File: config.mk
export PLATFORM = sky130hd
export DESIGN_NAME = dmac_regbank
export DESIGN_NICKNAME = d
export VERILOG_FILES = /design/src/rtl/dmac_regs_pkg.sv /design/src/rtl/dmac_cmd_decode.sv /design/src/rtl/dmac_bitvec.sv /design/src/rtl/dmac_err_capture.sv /design/src/rtl/dmac_regbank.sv
export SDC_FILE = /design/constraint.sdc
export NUM_CORES = 1
export LEC_CHECK = 0
export BUFFER_PORTS_ARGS = -buffer_cell sky130_fd_sc_hd__buf_2
export CAP_MARGIN = 30
export CORE_AREA = 3 3 383 385
export DETAILED_ROUTE_END_ITERATION = 7
export DIE_AREA = 0 0 386 388
export PLACE_DENSITY = 0.39
export SYNTH_ARGS = -nofsm -noshare
export SYNTH_HDL_FRONTEND = slang
export SYNTH_SLANG_ARGS = --single-unit
File: constraint.sdc
create_clock -name clk -period 3 [get_ports clk]
set_input_delay 0.3 -clock clk [delete_from_list [all_inputs] [get_ports clk]]
set_output_delay 0.3 -clock clk [all_outputs]
set_load 0.005 [all_outputs]
File: src/rtl/dmac_regs_pkg.sv
package dmac_regs_pkg;
    localparam int CAUSE_W = 10;
    localparam int NUM_CMD = 8;

    localparam logic [7:0] A_CTRL    = 8'h00;
    localparam logic [7:0] A_ERRSTAT = 8'h04;
    localparam logic [7:0] A_REQEN_L = 8'h08;
    localparam logic [7:0] A_REQEN_H = 8'h0C;
    localparam logic [7:0] A_EIEN_L  = 8'h10;
    localparam logic [7:0] A_EIEN_H  = 8'h14;
    localparam logic [7:0] A_INTP_L  = 8'h18;
    localparam logic [7:0] A_INTP_H  = 8'h1C;
    localparam logic [7:0] A_ERRP_L  = 8'h20;
    localparam logic [7:0] A_ERRP_H  = 8'h24;
    localparam logic [7:0] A_DONE_L  = 8'h28;
    localparam logic [7:0] A_DONE_H  = 8'h2C;
    localparam logic [7:0] A_AUX     = 8'h30;
    localparam logic [7:0] A_CMD0    = 8'h40;

    // command port k lives at A_CMD0 + 4*k
    localparam int CMD_SET_REQ = 0;
    localparam int CMD_CLR_REQ = 1;
    localparam int CMD_SET_EIE = 2;
    localparam int CMD_CLR_EIE = 3;
    localparam int CMD_CLR_INT = 4;
    localparam int CMD_CLR_ERR = 5;
    localparam int CMD_START   = 6;
    localparam int CMD_CLR_DNE = 7;

    typedef enum logic {ERR_ARMED, ERR_HELD} err_state_e;
endpackage

File: src/rtl/dmac_cmd_decode.sv
module dmac_cmd_decode #(
    parameter int NUM_CH = 64
) (
    input  logic              stb,
    input  logic [7:0]        code,
    output logic [NUM_CH-1:0] hit
);
    always_comb begin
        for (int i = 0; i < NUM_CH; i++) begin
            hit[i] = stb && (code == 8'(i));
        end
    end
endmodule

File: src/rtl/dmac_bitvec.sv
module dmac_bitvec #(
    parameter int N = 64
) (
    input  logic         clk,
    input  logic         rst_n,
    input  logic [N-1:0] set_v,
    input  logic [N-1:0] clr_v,
    output logic [N-1:0] q
);
    // set has priority over clear
    always_ff @(posedge clk or negedge rst_n) begin
        if (!rst_n) q <= '0;
        else        q <= (q & ~clr_v) | set_v;
    end
endmodule

File: src/rtl/dmac_err_capture.sv
module dmac_err_capture
    import dmac_regs_pkg::*;
#(
    parameter int NUM_CH = 64
) (
    input  logic                      clk,
    input  logic                      rst_n,
    input  logic [NUM_CH-1:0]         ch_err,
    input  logic [NUM_CH*CAUSE_W-1:0] ch_cause,
    input  logic [NUM_CH-1:0]         sw_clr,
    output logic [31:0]               err_word
);
    err_state_e         state_q, state_d;
    logic               hit_any;
    logic [5:0]         hit_idx;
    logic [CAUSE_W-1:0] hit_cause;
    logic               rearm;
    logic [5:0]         chan_q;
    logic [CAUSE_W-1:0] cause_q;

    // lowest-numbered failing channel wins
    always_comb begin
        hit_any   = 1'b0;
        hit_idx   = '0;
        hit_cause = '0;
        for (int i = NUM_CH - 1; i >= 0; i--) begin
            if (ch_err[i]) begin
                hit_any   = 1'b1;
                hit_idx   = 6'(i);
                hit_cause = ch_cause[i*CAUSE_W +: CAUSE_W];
            end
        end
    end

    always_comb begin
        rearm = 1'b0;
        for (int i = 0; i < NUM_CH; i++) begin
            if (chan_q == 6'(i) && sw_clr[i]) rearm = 1'b1;
        end
    end

    always_comb begin
        state_d = state_q;
        unique case (state_q)
            ERR_ARMED: if (hit_any) state_d = ERR_HELD;
            ERR_HELD:  if (rearm)   state_d = ERR_ARMED;
            default:   state_d = ERR_ARMED;
        endcase
    end

    always_ff @(posedge clk or negedge rst_n) begin
        if (!rst_n) state_q <= ERR_ARMED;
        else        state_q <= state_d;
    end

    always_ff @(posedge clk or negedge rst_n) begin
        if (!rst_n) begin
            chan_q  <= '0;
            cause_q <= '0;
        end else begin
            unique case (state_q)
                ERR_ARMED: if (hit_any) begin
                    chan_q  <= hit_idx;
                    cause_q <= hit_cause;
                end
                ERR_HELD: if (rearm) begin
                    chan_q  <= '0;
                    cause_q <= '0;
                end
                default: ;
            endcase
        end
    end

    assign err_word = {state_q == ERR_HELD, 15'b0, cause_q[9:8], chan_q, cause_q[7:0]};
endmodule

File: src/rtl/dmac_regbank.sv
module dmac_regbank
    import dmac_regs_pkg::*;
#(
    parameter int NUM_CH = 64
) (
    input  logic                      clk,
    input  logic                      rst_n,
    input  logic                      bus_we,
    input  logic [7:0]                bus_addr,
    input  logic [31:0]               bus_wdata,
    output logic [31:0]               bus_rdata,
    input  logic [NUM_CH-1:0]         ch_done,
    input  logic [NUM_CH-1:0]         ch_err,
    input  logic [NUM_CH*CAUSE_W-1:0] ch_cause,
    output logic [NUM_CH-1:0]         ch_req_en,
    output logic [NUM_CH-1:0]         ch_start,
    output logic                      irq,
    output logic                      cfg_clk_gate,
    output logic                      cfg_rr_group,
    output logic                      cfg_rr_chan,
    output logic                      cfg_snoop
);
    logic [NUM_CH-1:0] cmd_hit [NUM_CMD];
    logic [NUM_CH-1:0] rq_set, rq_clr, ei_set, ei_clr;
    logic [NUM_CH-1:0] ip_clr, ep_clr, dn_clr;
    logic [NUM_CH-1:0] reqen_q, eien_q, intp_q, errp_q, done_q;
    logic [2:0]        ctrl_q;
    logic              snoop_q;
    logic [NUM_CH-1:0] start_q;
    logic [31:0]       err_status;

    for (genvar k = 0; k < NUM_CMD; k++) begin : g_cmd
        dmac_cmd_decode #(.NUM_CH(NUM_CH)) u_dec (
            .stb  (bus_we && bus_addr == A_CMD0 + 8'(4*k)),
            .code (bus_wdata[7:0]),
            .hit  (cmd_hit[k])
        );
    end

    for (genvar c = 0; c < NUM_CH; c++) begin : g_ch
        localparam int         BIT = c % 32;
        localparam logic [7:0] ARQ = (c < 32) ? A_REQEN_L : A_REQEN_H;
        localparam logic [7:0] AEI = (c < 32) ? A_EIEN_L  : A_EIEN_H;
        localparam logic [7:0] AIP = (c < 32) ? A_INTP_L  : A_INTP_H;
        localparam logic [7:0] AEP = (c < 32) ? A_ERRP_L  : A_ERRP_H;
        logic wb;
        assign wb = bus_wdata[BIT];
        assign rq_set[c] = (bus_we && bus_addr == ARQ &&  wb) || cmd_hit[CMD_SET_REQ][c];
        assign rq_clr[c] = (bus_we && bus_addr == ARQ && !wb) || cmd_hit[CMD_CLR_REQ][c];
        assign ei_set[c] = (bus_we && bus_addr == AEI &&  wb) || cmd_hit[CMD_SET_EIE][c];
        assign ei_clr[c] = (bus_we && bus_addr == AEI && !wb) || cmd_hit[CMD_CLR_EIE][c];
        assign ip_clr[c] = (bus_we && bus_addr == AIP &&  wb) || cmd_hit[CMD_CLR_INT][c];
        assign ep_clr[c] = (bus_we && bus_addr == AEP &&  wb) || cmd_hit[CMD_CLR_ERR][c];
        assign dn_clr[c] = cmd_hit[CMD_CLR_DNE][c];
    end

    dmac_bitvec #(.N(NUM_CH)) u_reqen (.clk(clk), .rst_n(rst_n), .set_v(rq_set),  .clr_v(rq_clr), .q(reqen_q));
    dmac_bitvec #(.N(NUM_CH)) u_eien  (.clk(clk), .rst_n(rst_n), .set_v(ei_set),  .clr_v(ei_clr), .q(eien_q));
    dmac_bitvec #(.N(NUM_CH)) u_intp  (.clk(clk), .rst_n(rst_n), .set_v(ch_done), .clr_v(ip_clr), .q(intp_q));
    dmac_bitvec #(.N(NUM_CH)) u_errp  (.clk(clk), .rst_n(rst_n), .set_v(ch_err),  .clr_v(ep_clr), .q(errp_q));
    dmac_bitvec #(.N(NUM_CH)) u_done  (.clk(clk), .rst_n(rst_n), .set_v(ch_done), .clr_v(dn_clr), .q(done_q));

    dmac_err_capture #(.NUM_CH(NUM_CH)) u_errcap (
        .clk      (clk),
        .rst_n    (rst_n),
        .ch_err   (ch_err),
        .ch_cause (ch_cause),
        .sw_clr   (ep_clr),
        .err_word (err_status)
    );

    always_ff @(posedge clk or negedge rst_n) begin
        if (!rst_n) begin
            ctrl_q  <= '0;
            snoop_q <= 1'b0;
            start_q <= '0;
        end else begin
            start_q <= cmd_hit[CMD_START];
            if (bus_we && bus_addr == A_CTRL) ctrl_q  <= {bus_wdata[31], bus_wdata[3], bus_wdata[2]};
            if (bus_we && bus_addr == A_AUX)  snoop_q <= bus_wdata[6];
        end
    end

    function automatic logic [31:0] pack_word(input logic [NUM_CH-1:0] v, input int base);
        logic [31:0] w;
        w = '0;
        for (int i = 0; i < 32; i++) begin
            if (base + i < NUM_CH) w[i] = v[base + i];
        end
        return w;
    endfunction

    always_comb begin
        case (bus_addr)
            A_CTRL:    bus_rdata = {ctrl_q[2], 27'b0, ctrl_q[1], ctrl_q[0], 2'b0};
            A_ERRSTAT: bus_rdata = err_status;
            A_REQEN_L: bus_rdata = pack_word(reqen_q, 0);
            A_REQEN_H: bus_rdata = pack_word(reqen_q, 32);
            A_EIEN_L:  bus_rdata = pack_word(eien_q, 0);
            A_EIEN_H:  bus_rdata = pack_word(eien_q, 32);
            A_INTP_L:  bus_rdata = pack_word(intp_q, 0);
            A_INTP_H:  bus_rdata = pack_word(intp_q, 32);
            A_ERRP_L:  bus_rdata = pack_word(errp_q, 0);
            A_ERRP_H:  bus_rdata = pack_word(errp_q, 32);
            A_DONE_L:  bus_rdata = pack_word(done_q, 0);
            A_DONE_H:  bus_rdata = pack_word(done_q, 32);
            A_AUX:     bus_rdata = {25'b0, snoop_q, 6'b0};
            default:   bus_rdata = '0;
        endcase
    end

    assign ch_req_en    = reqen_q;
    assign ch_start     = start_q;
    assign irq          = (|intp_q) || (|(errp_q & eien_q));
    assign cfg_clk_gate = ctrl_q[2];
    assign cfg_rr_group = ctrl_q[1];
    assign cfg_rr_chan  = ctrl_q[0];
    assign cfg_snoop    = snoop_q;
endmodule

==> results of run 1 <==
[flip-flops by register name (all words and copies together) (netlist names), 6 cells and up]
signal            cells
u_errp.q             64
u_intp.q             64
u_eien.q             64
u_reqen.q            64
u_done.q             64
u_errcap.chan_q       6
u_errcap.cause_q     10
ch_start             64
[worst max-delay path, cell delays in order]
cell and delay (ns):
buf_2 0.12, or4b_1 0.62, buf_4 0.21, nor2_2 0.16, buf_4 0.56, a22o_1 0.25, a221oi_1 0.05, nand3_1 0.25
buf_2 0.18
[cell families after synthesis]
logic type      after synthesis  synth area share
flops                       405             0.380
xor+xnor                      1          0.000328
mux                          10           0.00398
compound gates             1280             0.362
buf+inv                     350            0.0505
simple gates               1132             0.203
[metal layers]
| metal | routed length [µm] | vias to the layer above | GRT usage |
|---|---|---|---|
| met1 | 97900 | 18600 | 0.401 |
| met4 | 9590 | 8 | 0.104 |
| met5 | 53 | - | 0 |
| li1 | - | 15000 | - |
| met2 | 120000 | 2280 | 0.543 |
| met3 | 19100 | 337 | 0.0486 |
[final cells by class]
cell class                 count  area (µm²)  area share
timing repair buffer        1523        9680       0.244
sequential                   405       10100       0.255
inverter                      69         259     0.00652
antenna                       21        52.6     0.00132
clock buffer                  61        1400      0.0351
clock inverter                35         399      0.0101
multi-input combinational   2423       15400       0.388
tap                         1903        2380      0.0600
[cell usage in the layout (no fill, tap or decap), types with 75 or more instances in the layout]
| master | n |
|---|---|
| a221o_1 | 166 |
| dfrtp_1 | 402 |
| nand2_1 | 337 |
| a221oi_1 | 149 |
| nor2_1 | 361 |
| o22ai_1 | 75 |
| a21oi_1 | 220 |
| buf_4 | 437 |
| buf_2 | 973 |
| a22oi_1 | 119 |
| o21ai_0 | 126 |
| nand2b_1 | 96 |
[final timing paths]
path,cells after the start,endpoint,slack [ns]
max,9,bus_rdata[1],-0.03
min,3,u_intp.q[24],0.03
max reg2reg,12,u_errcap.cause_q[2],0.13
min reg2reg,2,u_done.q[35],0.51
max in group asynchronous,3,u_reqen.q[4],1.84
min in group asynchronous,2,ch_start[53],0.21
[what timing repair did]
item / CTS / global route
endpoints found under the setup margin: 1 / 15
endpoints found under the hold margin: 185 / 0
resized for setup: 13 / 5
pin swaps: 3 / 2
hold buffers: 70 / 0
gates cloned: 0 / 0
buffers inserted: 1 / 0
[power by group]
| group | switching, mW | total (mW) | internal (mW) |
|---|---|---|---|
| combinational | 1.83 | 2.97 | 1.14 |
| sequential | 0.167 | 5.73 | 5.57 |
| clock | 2.91 | 6.86 | 3.95 |
==> impl_metrics.json, run 1 <==
{
  "setup-violations-final": 2,
  "drv_slew": 0,
  "clk_latency_ns": 0.66,
  "clockBufferDepth": 3,
  "synth.area.top_cells": "dfrtp_1 38%, a221o_1 6.2%, nor2_1 5.2%, a221oi_1 5.0%, nand2_1 4.8%",
  "fin_cells": 6440,
  "vias": 36200,
  "rows": 139,
  "grt_max_degree": 91,
  "ir_drop_mv": 0.419,
  "end_kind": "output pin",
  "netlist_top_cells_count": "405 x dfrtp_1, 373 x nor2_1, 338 x nand2_1, 244 x clkbuf_1, 220 x a21oi_1",
  "postLayoutCoreUtil": 0.277,
  "io_pins": 976,
  "grt_first_pass_wirelength_mm": 326,
  "worst_slack_ns": -0.0343,
  "fin_worst_hold_slack_ns": 0.0251,
  "drtPass1Iterations": 8,
  "fin_total_pwr_mw": 15.6,
  "power_leakage_nw": 16.3,
  "cp_max_fo": 32,
  "cts_made_buffers": 52,
  "placed_cells": 6252,
  "die_y_um": 388,
  "yosysMostFrequentCell": "dfrtp_1",
  "drt-total-wl_mm": 247,
  "initial_core_util": 0.186,
  "netlist_area_um2": 26700,
  "pre_cts_slack_ns": -0.545,
  "ys_ff_latch": 405,
  "areaGrowthSynthToFinish_pct": 48.7,
  "clock_skew_ns": 0.0124,
  "antenna_found_initial": 55,
  "yosys_most_used_dff": "dfrtp_1",
  "hold_violations": 0,
  "required_ns": 2.70,
  "clock_sinks": 405,
  "tns_ns": -0.0638,
  "ant_nets": 0,
  "io_buffers": 975,
  "cp-start-kind": "primary input",
  "critPathArrivalTime_ns": 2.73,
  "syn_avg_cell_area_um2": 8.40,
  "p_per_area_nw_per_um2": 392,
  "synth.distinct_cells": 84,
  "vias_per_cell": 5.62,
  "synth_top_area_share": 0.380,
  "fmax_mhz": 330,
  "dpl-instance-area_um2": 37100,
  "async_flop_share": 1.00,
  "gp_congestion": 0.979,
  "post-route-period-util": 1.01,
  "nNetsFinal": 5285,
  "ys_warn_count": 0,
  "grt-ovfl-total": 0,
  "remaining_drc_errors": 14,
  "die_w_um": 386,
  "drive_above_1_share": 0.377,
  "wl_per_cell_um": 38.4,
  "cts_tree": "yes",
  "synth_edf_count": 0,
  "fin_area_um2": 39700,
  "critPathKind": "in2out",
  "period_needed_ns": 3.03,
  "coreArea_um2": 143000,
  "grt_pass1_vias": 35500,
  "die_area_um2": 150000,
  "htree_num_levels": 2,
  "worst_pin_slew_ns": 0.975,
  "nFillCells": 15900,
  "yosysTopAreaCell": "dfrtp_1",
  "detail_route.iter0.violations": 4637,
  "hp-class": "in2reg",
  "path_clk_slew_ns": 0.06,
  "status": "finished, violations left",
  "synthCells": 3178,
  "hp-start": "bus_wdata[24]",
  "synth_seq_area_share": 0.380,
  "failed_checks": "design-rule violations, negative setup slack",
  "worstSetupStartpoint": "bus_addr[4]",
  "syn-num-nets": 3989,
  "cts-root-buf": "clkbuf_16",
  "rsz0062_at_grt": "true",
  "relSlewSlack": 0.350,
  "cap_violations": 0,
  "grt.total_usage": 0.316,
  "dp_hpwl_mm": 203,
  "r2r-start": "u_errcap.chan_q[2]"
}
Power figures use the tool's default switching activity.
==> inputs of run 2 (changes only) <==
--- a/config.mk
+++ b/config.mk
@@ -7,9 +7,10 @@
 export LEC_CHECK = 0
 export BUFFER_PORTS_ARGS = -buffer_cell sky130_fd_sc_hd__buf_2
 export CAP_MARGIN = 30
-export CORE_AREA = 3 3 383 385
+export CORE_AREA = 3 3 384 386
 export DETAILED_ROUTE_END_ITERATION = 7
-export DIE_AREA = 0 0 386 388
+export DIE_AREA = 0 0 387 389
+export MAX_ROUTING_LAYER = met4
 export PLACE_DENSITY = 0.39
 export SYNTH_ARGS = -nofsm -noshare
 export SYNTH_HDL_FRONTEND = slang
==> run 2 against run 1 <==
  * Sequential power about the same
  * Sequential share of layout area barely moved
  * Combinational power is essentially flat
  * Clock skew decreased by 0.0094 ns
  * Via count is 0.77% lower
  * The flow finishes with violations (negative setup slack)
  * Final cell count rose by 0.53%
  * Core utilization barely moved
  * Total power is 1.4% lower
  * Clock power decreased by 3.4%
  * Largest cell class unchanged
==> impl_metrics.json, run 2 (same netlist as run 1, synthesis figures left out) <==
{
  "initial_core_util": 0.186,
  "die_area_um2": 151000,
  "end_kind": "output pin",
  "pre_cts_slack_ns": -0.644,
  "detail_route.iter0.violations": 3936,
  "vias": 35900,
  "drive_above_1_share": 0.378,
  "cap_violations": 0,
  "required_ns": 2.70,
  "critPathArrivalTime_ns": 2.77,
  "io_pins": 976,
  "dp_hpwl_mm": 204,
  "areaGrowthSynthToFinish_pct": 48.8,
  "worst_slack_ns": -0.0680,
  "nNetsFinal": 5287,
  "final_cell_mix": "974 x buf_2, 445 x buf_4, 402 x dfrtp_1",
  "coreArea_um2": 144000,
  "cts-root-buf": "clkbuf_16",
  "critPathMaxStageDelay_ns": 0.65,
  "switchingPower_mw": 4.80,
  "failed_checks": "negative setup slack",
  "holdPathStages": 3,
  "setup-violations-final": 1,
  "cts_made_buffers": 50,
  "rr_worst_depth": 12,
  "gp_congestion": 0.996,
  "power_leakage_nw": 16.2,
  "drt-total-wl_mm": 246,
  "rsz0062_at_grt": "false",
  "ir_drop_mv": 0.378,
  "htree_num_levels": 2,
  "path_buf_inv": 1,
  "drtPass1Iterations": 8,
  "antenna_found_initial": 83,
  "tns_ns": -0.0680,
  "final_common_cell": "buf_2",
  "clk_latency_ns": 0.63,
  "fmax_mhz": 326,
  "power_frac_clock": 0.432,
  "cp-start-kind": "flip-flop",
  "clockBufferDepth": 3,
  "grt_max_degree": 72,
  "clock_skew_ns": 0.00296,
  "crit_chain": "nor4_1 > nand4_1 > nor3_1 > nand3_2 > buf_2",
  "placed_cells": 6258,
  "p_seq_frac": 0.374,
  "die_y_um": 389,
  "hp-start": "ch_err[61]",
  "internal_power_mw": 10.5,
  "period_needed_ns": 3.07,
  "worst_pin_slew_ns": 1.00,
  "cp_slowest_cell": "nor4_1",
  "vias_per_cell": 5.55,
  "grt.total_usage": 0.321,
  "p_per_area_nw_per_um2": 386,
  "io_buffers": 975,
  "drv_slew": 0,
  "hold_violations": 0,
  "clock_sinks": 405,
  "r2r-start": "u_errcap.chan_q[3]",
  "swShare": 0.313,
  "die_w_um": 387,
  "rows": 139,
  "nFillCells": 15900,
  "r2r_setup_slack_ns": 0.17,
  "path_clk_slew_ns": 0.06,
  "postLayoutCoreUtil": 0.276,
  "cts_tree": "yes",
  "critPathKind": "reg2out",
  "grt_first_pass_wirelength_mm": 325,
  "cp_max_fo": 3,
  "grt_pass1_vias": 35500,
  "fin_area_um2": 39700,
  "ant_nets": 0,
  "hp-class": "in2reg",
  "relSlewSlack": 0.325,
  "status": "finished, violations left",
  "grt-ovfl-total": 0,
  "dpl-instance-area_um2": 37100,
  "comb_power_share": 0.194,
  "wl_per_cell_um": 38.0,
  "remaining_drc_errors": 0,
  "cpLargestDelayFamily": "simple AND/OR/NAND/NOR gates",
  "r2r_end": "u_errcap.cause_q[7]",
  "whs_endpoint": "u_errp.q[61]",
  "post-route-period-util": 1.02,
  "fin_cells": 6474
}
## run 2: cell types whose count changed in the layout (fill, tap and decap cells not counted), sizes merged
cell | before | now
diode | 21 | 53
buf | 1453 | 1459
clkbuf | 61 | 67
clkinv | 30 | 24
bufinv | 7 | 5
dlygate4sd3 | 70 | 68
## run 2: layer usage
| layer | global-route usage | up-vias | wire length [µm] |
|---|---|---|---|
| li1 | - | 15000 | - |
| met1 | 0.386 | 18300 | 98000 |
| met2 | 0.538 | 2154 | 119000 |
| met3 | 0.0508 | 408 | 17400 |
| met4 | 0.122 | 0 | 11600 |
| met5 | - | - | 0 |
## run 2: metrics by stage
stage / power [mW] / hold WS (ns)
2_1_floorplan: 6.65 / 0.00441
3_3_place_gp: 8.69 / 0.319
3_5_place_dp: 8.67 / 0.317
4_1_cts: 15.4 / 0.00278
5_1_grt: 15.8 / 0.0397
6_report: 15.3 / 0.0402
## run 2: timing repair
action                     in CTS  in global routing
hold endpoints to repair      181                  0
hold buffers                   68                  0
pin swaps                       0                  1
setup endpoints to repair       1                 23
setup buffers                   0                  1
gates resized for setup        11                 11
## run 2: how the worst max path moves through the flow
stage / start / to / depth (start not counted)
2_1_floorplan: bus_addr[3] / u_errcap.chan_q[4] / 10
3_3_place_gp: ch_err[32] / u_errcap.cause_q[1] / 10
3_5_place_dp: ch_err[41] / u_errcap.cause_q[1] / 11
4_1_cts: bus_addr[4] / bus_rdata[11] / 9
5_1_grt: u_intp.q[25] / irq / 5
6_report: u_intp.q[25] / irq / 5
## run 2: cell type report
cell class / count / area, µm² / area share
Multi-Input combinational cell: 2423 / 15400 / 0.388
Sequential cell: 405 / 10100 / 0.255
Inverter: 69 / 259 / 0.00652
Clock inverter: 27 / 298 / 0.00750
Clock buffer: 67 / 1450 / 0.0364
Timing Repair Buffer: 1527 / 9650 / 0.243
Antenna cell: 53 / 133 / 0.00334
Tap cell: 1903 / 2380 / 0.0599
## run 2: tightest hold or removal path: cells and delay by family
family	cells	cell delay, ns
buffers and inverters	2	0.22
AOI/OAI and AO/OA	1	0.09
## run 2: power by group through the flow
stage | registers [mW] | clock network (mW) | logic, mW
2_1_floorplan | 5.74 | 0 | 0.916
3_3_place_gp | 5.84 | 0 | 2.86
3_5_place_dp | 5.83 | 0 | 2.84
4_1_cts | 5.73 | 6.75 | 2.94
5_1_grt | 5.74 | 6.93 | 3.10
6_report | 5.74 | 6.63 | 2.97
